File: src/rtl/wc_pkg.sv
package wc_pkg;

  typedef enum logic {
    WC_IDLE = 1'b0,
    WC_BUSY = 1'b1
  } wc_state_e;

  // bytes moved for n whole lines of 2**off_w bytes
  function automatic int unsigned wc_line_bytes(int unsigned n, int unsigned off_w);
    return n << off_w;
  endfunction

  // bytes demanded by the active lanes
  function automatic int unsigned wc_demand(int unsigned lanes_on, int unsigned esz);
    return lanes_on * esz;
  endfunction

endpackage

File: src/rtl/wc_first_lane.sv
module wc_first_lane #(
  parameter int LANES = 32,
  localparam int IDX_W = $clog2(LANES)
) (
  input  logic [LANES-1:0] pend,
  output logic             found,
  output logic [IDX_W-1:0] idx
);

  // lowest-numbered pending lane wins
  always_comb begin
    found = 1'b0;
    idx   = '0;
    for (int i = LANES - 1; i >= 0; i--) begin
      if (pend[i]) begin
        found = 1'b1;
        idx   = IDX_W'(i);
      end
    end
  end

endmodule

File: src/rtl/wc_line_match.sv
module wc_line_match #(
  parameter int LANES  = 32,
  parameter int ADDR_W = 32,
  parameter int OFF_W  = 7,
  localparam int IDX_W = $clog2(LANES)
) (
  input  logic [LANES*ADDR_W-1:0] addrs,
  input  logic [LANES-1:0]        pend,
  input  logic [IDX_W-1:0]        sel_idx,
  output logic [ADDR_W-1:0]       sel_line,
  output logic [LANES-1:0]        match
);

  logic [ADDR_W-1:0] sel_addr;

  assign sel_addr = addrs[sel_idx*ADDR_W +: ADDR_W];
  assign sel_line = {sel_addr[ADDR_W-1:OFF_W], {OFF_W{1'b0}}};

  for (genvar g = 0; g < LANES; g++) begin : g_lane
    logic [ADDR_W-OFF_W-1:0] tag;
    assign tag      = addrs[g*ADDR_W+OFF_W +: ADDR_W-OFF_W];
    assign match[g] = pend[g] && (tag == sel_addr[ADDR_W-1:OFF_W]);
  end

endmodule

File: src/rtl/wc_tally.sv
module wc_tally #(
  parameter int LANES = 32,
  parameter int ESZ_W = 4,
  parameter int OFF_W = 7,
  localparam int CNT_W = $clog2(LANES + 1)
) (
  input  logic                   clk,
  input  logic                   rst_n,
  input  logic                   start,
  input  logic [LANES-1:0]       start_lanes,
  input  logic [ESZ_W-1:0]       start_esz,
  input  logic                   step,
  output logic [CNT_W-1:0]       txns,
  output logic [CNT_W+ESZ_W-1:0] need,
  output logic [CNT_W+OFF_W-1:0] moved
);

  function automatic int unsigned count_on(logic [LANES-1:0] v);
    int unsigned n = 0;
    for (int i = 0; i < LANES; i++) n += int'(v[i]);
    return n;
  endfunction

  always_ff @(posedge clk) begin
    if (!rst_n) begin
      txns <= '0;
      need <= '0;
    end else if (start) begin
      txns <= '0;
      need <= (CNT_W+ESZ_W)'(wc_pkg::wc_demand(count_on(start_lanes), int'(start_esz)));
    end else if (step) begin
      txns <= txns + 1'b1;
    end
  end

  assign moved = (CNT_W+OFF_W)'(wc_pkg::wc_line_bytes(int'(txns), OFF_W));

endmodule

File: src/rtl/warp_coalescer.sv
module warp_coalescer #(
  parameter int LANES      = 32,
  parameter int ADDR_W     = 32,
  parameter int LINE_BYTES = 128,
  parameter int ESZ_W      = 4,
  localparam int OFF_W = $clog2(LINE_BYTES),
  localparam int IDX_W = $clog2(LANES),
  localparam int CNT_W = $clog2(LANES + 1)
) (
  input  logic                    clk,
  input  logic                    rst_n,
  input  logic                    req_valid,
  output logic                    req_ready,
  input  logic [LANES*ADDR_W-1:0] req_addrs,
  input  logic [LANES-1:0]        req_lanes,
  input  logic [ESZ_W-1:0]        req_elem_bytes,
  output logic                    txn_valid,
  input  logic                    txn_ready,
  output logic [ADDR_W-1:0]       txn_line,
  output logic [LANES-1:0]        txn_lanes,
  output logic                    txn_last,
  output logic                    done_valid,
  output logic [CNT_W-1:0]        done_txns,
  output logic [CNT_W+ESZ_W-1:0]  done_bytes_needed,
  output logic [CNT_W+OFF_W-1:0]  done_bytes_moved
);

  wc_pkg::wc_state_e state_q;

  logic [LANES*ADDR_W-1:0] addr_q;
  logic [LANES-1:0]        pend_q;
  logic                    have_lane;
  logic [IDX_W-1:0]        first_idx;
  logic [LANES-1:0]        same_line;
  logic [LANES-1:0]        pend_after;

  // named events used by the checker
  wire busy       = (state_q == wc_pkg::WC_BUSY);
  wire req_accept = req_valid && req_ready;
  wire txn_fire   = txn_valid && txn_ready;

  wc_first_lane #(.LANES(LANES)) u_first (
    .pend  (pend_q),
    .found (have_lane),
    .idx   (first_idx)
  );

  wc_line_match #(.LANES(LANES), .ADDR_W(ADDR_W), .OFF_W(OFF_W)) u_match (
    .addrs    (addr_q),
    .pend     (pend_q),
    .sel_idx  (first_idx),
    .sel_line (txn_line),
    .match    (same_line)
  );

  wc_tally #(.LANES(LANES), .ESZ_W(ESZ_W), .OFF_W(OFF_W)) u_tally (
    .clk         (clk),
    .rst_n       (rst_n),
    .start       (req_accept),
    .start_lanes (req_lanes),
    .start_esz   (req_elem_bytes),
    .step        (txn_fire),
    .txns        (done_txns),
    .need        (done_bytes_needed),
    .moved       (done_bytes_moved)
  );

  assign pend_after = pend_q & ~same_line;
  assign req_ready  = !busy;
  assign txn_valid  = busy && have_lane;
  assign txn_lanes  = same_line;
  assign txn_last   = (pend_after == '0);
  assign done_valid = busy && !have_lane;

  always_ff @(posedge clk) begin
    if (!rst_n) begin
      state_q <= wc_pkg::WC_IDLE;
      addr_q  <= '0;
      pend_q  <= '0;
    end else begin
      if (req_accept) begin
        state_q <= wc_pkg::WC_BUSY;
        addr_q  <= req_addrs;
        pend_q  <= req_lanes;
      end else if (txn_fire) begin
        pend_q  <= pend_after;
      end else if (done_valid) begin
        state_q <= wc_pkg::WC_IDLE;
      end
    end
  end

endmodule

File: config.mk
export PLATFORM = sky130hd
export DESIGN_NAME = warp_coalescer
export DESIGN_NICKNAME = d
export VERILOG_FILES = /design/src/rtl/wc_pkg.sv /design/src/rtl/wc_first_lane.sv /design/src/rtl/wc_line_match.sv /design/src/rtl/wc_tally.sv /design/src/rtl/warp_coalescer.sv
export SDC_FILE = /design/constraint.sdc
export NUM_CORES = 2
export LEC_CHECK = 0
export BUFFER_PORTS_ARGS = -buffer_cell sky130_fd_sc_hd__buf_2
export CORE_AREA = 2 2 459 461
export CTS_BUF_LIST = sky130_fd_sc_hd__clkbuf_8
export DETAILED_ROUTE_END_ITERATION = 16
export DIE_AREA = 0 0 461 463
export PLACE_DENSITY = 0.52
export SLEW_MARGIN = 20
export SYNTH_ARGS = -nofsm -noshare
export SYNTH_HDL_FRONTEND = slang
export SYNTH_SLANG_ARGS = --single-unit
File: constraint.sdc
create_clock -name clk -period 18.7 [get_ports clk]
set_clock_uncertainty 0.2 [all_clocks]
set_input_delay 2.805 -clock clk [delete_from_list [all_inputs] [get_ports clk]]
set_output_delay 2.805 -clock clk [all_outputs]
set_load 0.05 [all_outputs]
Yosys cells after proc, flatten, opt, wreduce, memory -nomap -nowiden. Index checks and enable logic that the tools add are counted.

Register bits after elaboration: 1073. Word-level logic and storage cells: 187.

Bitwise logic cells: 3. Equality and inequality tests: 33. Shift operators: 1. Multiplexer cells: 69. Reduce and logical (&&, ||, !) cells: 43. Add/subtract/negate cells: 32. $mul: 1.

Operator list (count): indexed part select 1024 x 11 -> 32 bit (1); adder 32 x 1 -> 32 bit (30); equality test 25 bit (32); 2-to-1 mux 5 bit (32); 2-to-1 mux 32 bit (2); logical AND 1 bit (36); 2-to-1 mux 1 bit (35); bitwise AND 32 bit (1); logical NOT 32 bit (1); multiplier 32 x 4 -> 10 bit (1); NOT 32 bit (1); adder 6 x 1 -> 6 bit, second input constant (1); nonzero test 2 bit (2); adder 1 x 1 -> 2 bit (1); logical NOT 1 bit (2); != test 2 bit, second input constant (1); AND reduction 2 bit (1); OR reduction 2 bit (1); NOT 1 bit (1).

Depth between registers and ports, before layout.
Word-level depth: 39. Gate-level depth with buffers: 28. Depth with buffers taken out: 28.

Hierarchy. From an unflattened synthesis, not the netlist that was laid out.

Cell total of the unflattened synthesis: 7432. Area total of the unflattened synthesis: 60734.5 µm².

Modules (own cells, without submodules): warp_coalescer (area each 39121.3 µm², times used 1, cells an instance 4673, sequential area each 21160.3 µm²); wc_line_match (area each 19059.5 µm², times used 1, cells an instance 2452, sequential area each 0.0 µm²); wc_tally (area each 2183.3 µm², times used 1, cells an instance 242, sequential area each 320.3 µm²); wc_first_lane (area each 370.4 µm², times used 1, cells an instance 65, sequential area each 0.0 µm²).

Worst setup path after synthesis. Ideal clock, no wire load.

Path kind: in2reg. Start point: input port req_lanes[0]. End point: register u_tally.need[9]. Library setup time: 0.115 ns. Arrival: 9.723 ns. Required time: 18.385 ns. Slack: 8.662 ns. Stages on the path: 27. Buffers on the path: 0. Cell sequence: ha_1 inv_1 fa_1 inv_1 fa_1 fa_1 fa_1 fa_1 inv_1 fa_1 fa_1 fa_1 xnor2_1 nand2_1 fa_1 fa_1 inv_1 ha_1 a21o_1 a21o_1 a21o_1 a21oi_1 o21bai_1 a21oi_1 xor2_1 o21ai_0 and2_1.

Cells in the longest elaborated chain, start to end: 32.

Ends and longest elaborated chain: start, declared (line warp_coalescer.sv:15) `input logic [LANES-1:0] req_lanes,`; adder 1 x 1 -> 2 bit (line wc_tally.sv:20) `for (int i = 0; i < LANES; i++) n += int'(v[i]);`; adder 32 x 1 -> 32 bit (30 in series) (line wc_tally.sv:20); multiplier 32 x 4 -> 10 bit (line wc_pkg.sv:15) `return lanes_on * esz;`; end signal, assigned (line wc_tally.sv:30) `need <= (CNT_W+ESZ_W)'(wc_pkg::wc_demand(count_on(start_lanes), int'(start_esz)));`; end, declared (line wc_tally.sv:14) `output logic [CNT_W+ESZ_W-1:0] need,`.

No other way between the ends. A chain may end at the register's enable or synchronous reset.

Worst setup path after layout.
Start point: register pend_q[18]. End point: output port txn_last.

Cells in the longest elaborated chain, start to end: 25. Elaborated cells between the ends (all ways): 87.

Ends and longest elaborated chain: start, declared (line warp_coalescer.sv:31) `logic [LANES-1:0] pend_q;`; start signal, assigned (line warp_coalescer.sv:84) `pend_q <= req_lanes;`; start signal, assigned (line warp_coalescer.sv:86) `pend_q <= pend_after;`; 2-to-1 mux 5 bit (19 in series) (line wc_first_lane.sv:15) `if (pend[i]) begin`; indexed part select 1024 x 11 -> 32 bit (line wc_line_match.sv:16) `assign sel_addr = addrs[sel_idx*ADDR_W +: ADDR_W];`; equality test 25 bit (line wc_line_match.sv:22) `assign match[g] = pend[g] && (tag == sel_addr[ADDR_W-1:OFF_W]);`; logical AND 1 bit (line wc_line_match.sv:22); NOT 32 bit (line warp_coalescer.sv:68) `assign pend_after = pend_q & ~same_line;`; bitwise AND 32 bit (*) (line warp_coalescer.sv:68); logical NOT 32 bit (*) (line warp_coalescer.sv:72) `assign txn_last = (pend_after == '0);`; end, declared (line warp_coalescer.sv:21) `output logic txn_last,`.

Mark *: on every way between the ends. The rest lies on a longest branch, timed or not.

==> impl_metrics.yaml <==
outcome:
  run_status: "finished, final reports clean"
die:
  floorplan.core_area_mm2: 0.209
  io_pins: 1161
  die_w_um: 461
  die_h_um: 463
  floorplan.rows: 168
  die_area_mm2: 0.213
  initial_core_util_pct: 24.5
logic_synthesis:
  synth_cell_types: 101
  syn-mean-instance-area_um2: 7.77
  synth_edf_count: 0
  synth-seq-cells: 849
  sequential_element_share_of_the_synthesized_area_pct: 33.2
  synth.cell_area_mm2: 0.0512
  synth-warning-count: 0
  synthesis.instances: 6583
  dominantRegCellSynth: "sky130_fd_sc_hd__dfxtp_1"
  postSynth.asyncResetShare_pct: 0
grt:
  global_route_wire_length_before_repair_mm: 480
  track_usage_pct: 33.3
  grt_max_degree: 231
  global_route.overflow_total: 0
  grt_pass1_vias: 53177
  antenna_violations_before_repair: 51
pwr:
  power_mw: 8.69
  areal_power_density_over_the_cells_mw_per_mm2: 140
  power_leakage_nw: 24.7
  irDropWorstVdd_v: 0.000201
layout:
  ff_latch_area_mm2: 0.0170
  final_core_util_pct: 29.8
  layout-drive-gt1-share_pct: 19.9
  layout_fillers: 22925
  nets: 8428
  multiInputGateArea_mm2: 0.0318
  syn_to_final_growth_pct: 21.4
worst_setup_path:
  critPathArrivalTime_ns: 10.57
  worst-path-max-fanout: 25
  critPathCaptureType: "output port"
  critical_path.startpoint_type: "flop"
  critical_path_class: "reg -> out"
  worst_ep_required_time_ns: 15.69
sta:
  final_max_slew_viol_count: 0
  setup_viol: 0
  worst-slew-pin-transition_ns: 1.36
  final_min_period_over_clock_period_pct: 72.6
  finalHoldViolations: 0
  fmax_mhz: 73.7
  setup-tns-final_ns: 0
  setup_repair_after_global_routing_missed_its_margin: "no"
  maxSlewHeadroom_pct: 7.95
  fin_crit_ns: 13.57
clocking:
  tritoncts_num_sinks: 849
  cts.reportedPaths.clkPinSlew_ns: 0.06
  cts_buffers: 156
  hold_buffers: 0
  cts_resized: 0
  cts_post_setup_buffers_inserted: 0
  worstSkewPairLatency_ns: 1.00
  cts_max_path_buffers: 3
  cts-htree-levels: 4
  cts_root_buf: "sky130_fd_sc_hd__clkbuf_8"
  tritoncts: "built"
routing:
  detail-route-antenna-nets: 0
  wirelength_mm: 371
  routed_via_density: 5.46
  via_count: 55984
  post-route-drc-count: 0
  drc_marker_count_from_the_first_detailed_route_iteration: 7494
  routed_wire_length_per_instance_um: 36.1
  drt_pre_antenna_iters: 9
worst_hold_path:
  hold_class: "reg -> reg"
placement:
  place.port_buffers: 922
  hpwlAfterDp_mm: 295
  finalWeightedCongestion: 1.06
flow_run:
  max_cap_viol: 0
==> sequential cells by signal (all words and copies together), names as in the netlist <==
signal / flops
addr_q: 800
busy: 1
pend_q: 32
u_tally.need: 10
u_tally.txns: 6
==> worst max-delay path, cell delays in order (launching register included) <==
cell,delay [ns]
sky130_fd_sc_hd__dfxtp_1,0.64
sky130_fd_sc_hd__nor3_1,0.13
sky130_fd_sc_hd__a2111oi_0,0.45
sky130_fd_sc_hd__o21ai_1,0.26
sky130_fd_sc_hd__o211a_2,0.49
sky130_fd_sc_hd__nor2_4,0.12
sky130_fd_sc_hd__buf_4,0.42
sky130_fd_sc_hd__buf_4,0.52
sky130_fd_sc_hd__mux2_2,0.44
sky130_fd_sc_hd__o211ai_1,0.56
sky130_fd_sc_hd__nand4_1,0.52
sky130_fd_sc_hd__buf_4,0.45
sky130_fd_sc_hd__nor2_4,0.80
sky130_fd_sc_hd__buf_4,0.52
sky130_fd_sc_hd__xor2_1,0.19
sky130_fd_sc_hd__nand4_1,0.11
sky130_fd_sc_hd__nor4_1,0.98
sky130_fd_sc_hd__a21boi_0,0.36
sky130_fd_sc_hd__or4_1,0.64
sky130_fd_sc_hd__nor4_2,0.52
sky130_fd_sc_hd__buf_2,0.37
==> cells in the final DEF (no fill, tap or decap), types with 22 or more instances in the layout <==
| master | netlist | layout |
|---|---|---|
| sky130_fd_sc_hd__nand2_1 | 1834 | 1832 |
| sky130_fd_sc_hd__buf_2 | 121 | 921 |
| sky130_fd_sc_hd__dfxtp_1 | 849 | 849 |
| sky130_fd_sc_hd__a21boi_0 | 826 | 825 |
| sky130_fd_sc_hd__xnor2_1 | 351 | 351 |
| sky130_fd_sc_hd__xor2_1 | 338 | 338 |
| sky130_fd_sc_hd__clkbuf_8 | 0 | 192 |
| sky130_fd_sc_hd__o21ai_0 | 172 | 169 |
| sky130_fd_sc_hd__buf_4 | 41 | 168 |
| sky130_fd_sc_hd__inv_1 | 114 | 158 |
| sky130_fd_sc_hd__nand3_1 | 158 | 156 |
| sky130_fd_sc_hd__a21oi_1 | 130 | 130 |
| sky130_fd_sc_hd__nand4_1 | 114 | 114 |
| sky130_fd_sc_hd__nor2_1 | 109 | 100 |
| sky130_fd_sc_hd__and3_1 | 84 | 83 |
| sky130_fd_sc_hd__nor4_1 | 87 | 71 |
| sky130_fd_sc_hd__a211oi_1 | 67 | 65 |
| sky130_fd_sc_hd__nor3_1 | 68 | 64 |
| sky130_fd_sc_hd__mux2i_1 | 56 | 56 |
| sky130_fd_sc_hd__a2111oi_0 | 52 | 47 |
| sky130_fd_sc_hd__a22oi_1 | 46 | 46 |
| sky130_fd_sc_hd__and2_1 | 42 | 42 |
| sky130_fd_sc_hd__nor2b_1 | 36 | 35 |
| sky130_fd_sc_hd__a32oi_1 | 33 | 33 |
| sky130_fd_sc_hd__or3_1 | 32 | 32 |
| sky130_fd_sc_hd__fa_1 | 32 | 32 |
| sky130_fd_sc_hd__a31oi_1 | 31 | 31 |
| sky130_fd_sc_hd__mux2_2 | 27 | 27 |
| sky130_fd_sc_hd__or4_1 | 26 | 26 |
| sky130_fd_sc_hd__o2111ai_1 | 25 | 24 |
| sky130_fd_sc_hd__diode_2 | 0 | 23 |
| sky130_fd_sc_hd__ha_1 | 23 | 23 |
| sky130_fd_sc_hd__o22ai_1 | 22 | 22 |
==> synth_stat cells (all sizes together) (8+ instances only) <==
cell type,number,area share [%]
a22oi,46,0.67
mux2i,56,1.1
a222oi,11,0.22
nand3,158,1.5
a31oi,31,0.38
a32oi,33,0.56
nor2b,36,0.44
or4,27,0.40
nand4,114,1.4
o2111ai,25,0.43
nor2,111,0.83
a21o,21,0.31
dfxtp,849,33
mux2,28,0.62
a21boi,826,12
nand2,1837,13
a21oi,131,1.3
or3,32,0.39
and2,42,0.51
a2111oi,60,1.1
a22o,8,0.14
xnor2,351,6.0
nor3,69,0.68
o211ai,22,0.33
ha,23,0.56
clkbuf,335,2.5
fa,32,1.3
o21ai,176,1.7
nand2b,8,0.098
and3,84,1.0
nor4,93,1.2
and4,9,0.15
o22ai,22,0.27
a211oi,68,1.0
inv,115,0.84
a311oi,9,0.17
mux4,21,0.92
buf,208,2.2
xor2,338,5.8
==> layer usage <==
metal	up-vias	GRT usage [%]	wire length [um]
met5	-	0	167
met4	30	20.3	26200
met3	890	9.31	36800
met2	3573	48.5	153000
met1	27441	43.2	154000
li1	24050	-	-
==> cell families after synthesis <==
logic type / after synthesis / synth area share [%]
AO/OA/AOI/OAI: 1572 / 22.2
XOR/XNOR: 689 / 11.8
adder cells (fa/ha/maj): 55 / 1.81
buffers and inverters: 659 / 5.52
flip-flops: 849 / 33.2
multiplexers: 105 / 2.64
other: 1 / 0.00733
AND/OR/NAND/NOR: 2653 / 22.8
==> worst paths after layout <==
path / cells after the start / end / startpoint / slack [ns]
worst max-delay path: 20 / txn_last / pend_q[18] / 5.13
worst min-delay path: 2 / u_tally.need[1] / u_tally.need[1] / 0.27
worst max register to register: 19 / pend_q[28] / pend_q[18] / 10.01
worst min register to register: 2 / u_tally.need[1] / u_tally.need[1] / 0.27
==> area by class of cell <==
type | instances | area share, %
antenna | 23 | 0.0926
multi-input combinational | 5088 | 51.2
clock inverter | 86 | 1.06
clock buffer | 192 | 4.25
timing repair buffer | 1098 | 9.73
sequential | 849 | 27.4
tap | 2805 | 5.65
inverter | 116 | 0.701
==> metrics by stage <==
stage | hold WS (ns) | std cells | setup slack (ns) | cell area (um2)
after floorplan | 0.239 | 6596 | 8.66 | 51200
after CTS | 0.268 | 10234 | 5.49 | 62000
after global placement | 0.254 | 9956 | 6.76 | 58700
after detailed placement | 0.259 | 9956 | 6.54 | 58700
after global routing | 0.288 | 10241 | 5.45 | 62100
final | 0.266 | 10257 | 5.13 | 62100
==> power breakdown <==
| group | switching, mW | internal (mW) | leakage, nW |
|---|---|---|---|
| Clock | 0.886 | 1.03 | 1.84 |
| Combinational | 3.10 | 1.49 | 15.9 |
| Sequential | 0.261 | 1.93 | 6.97 |
(Power assumes the default switching activity.)
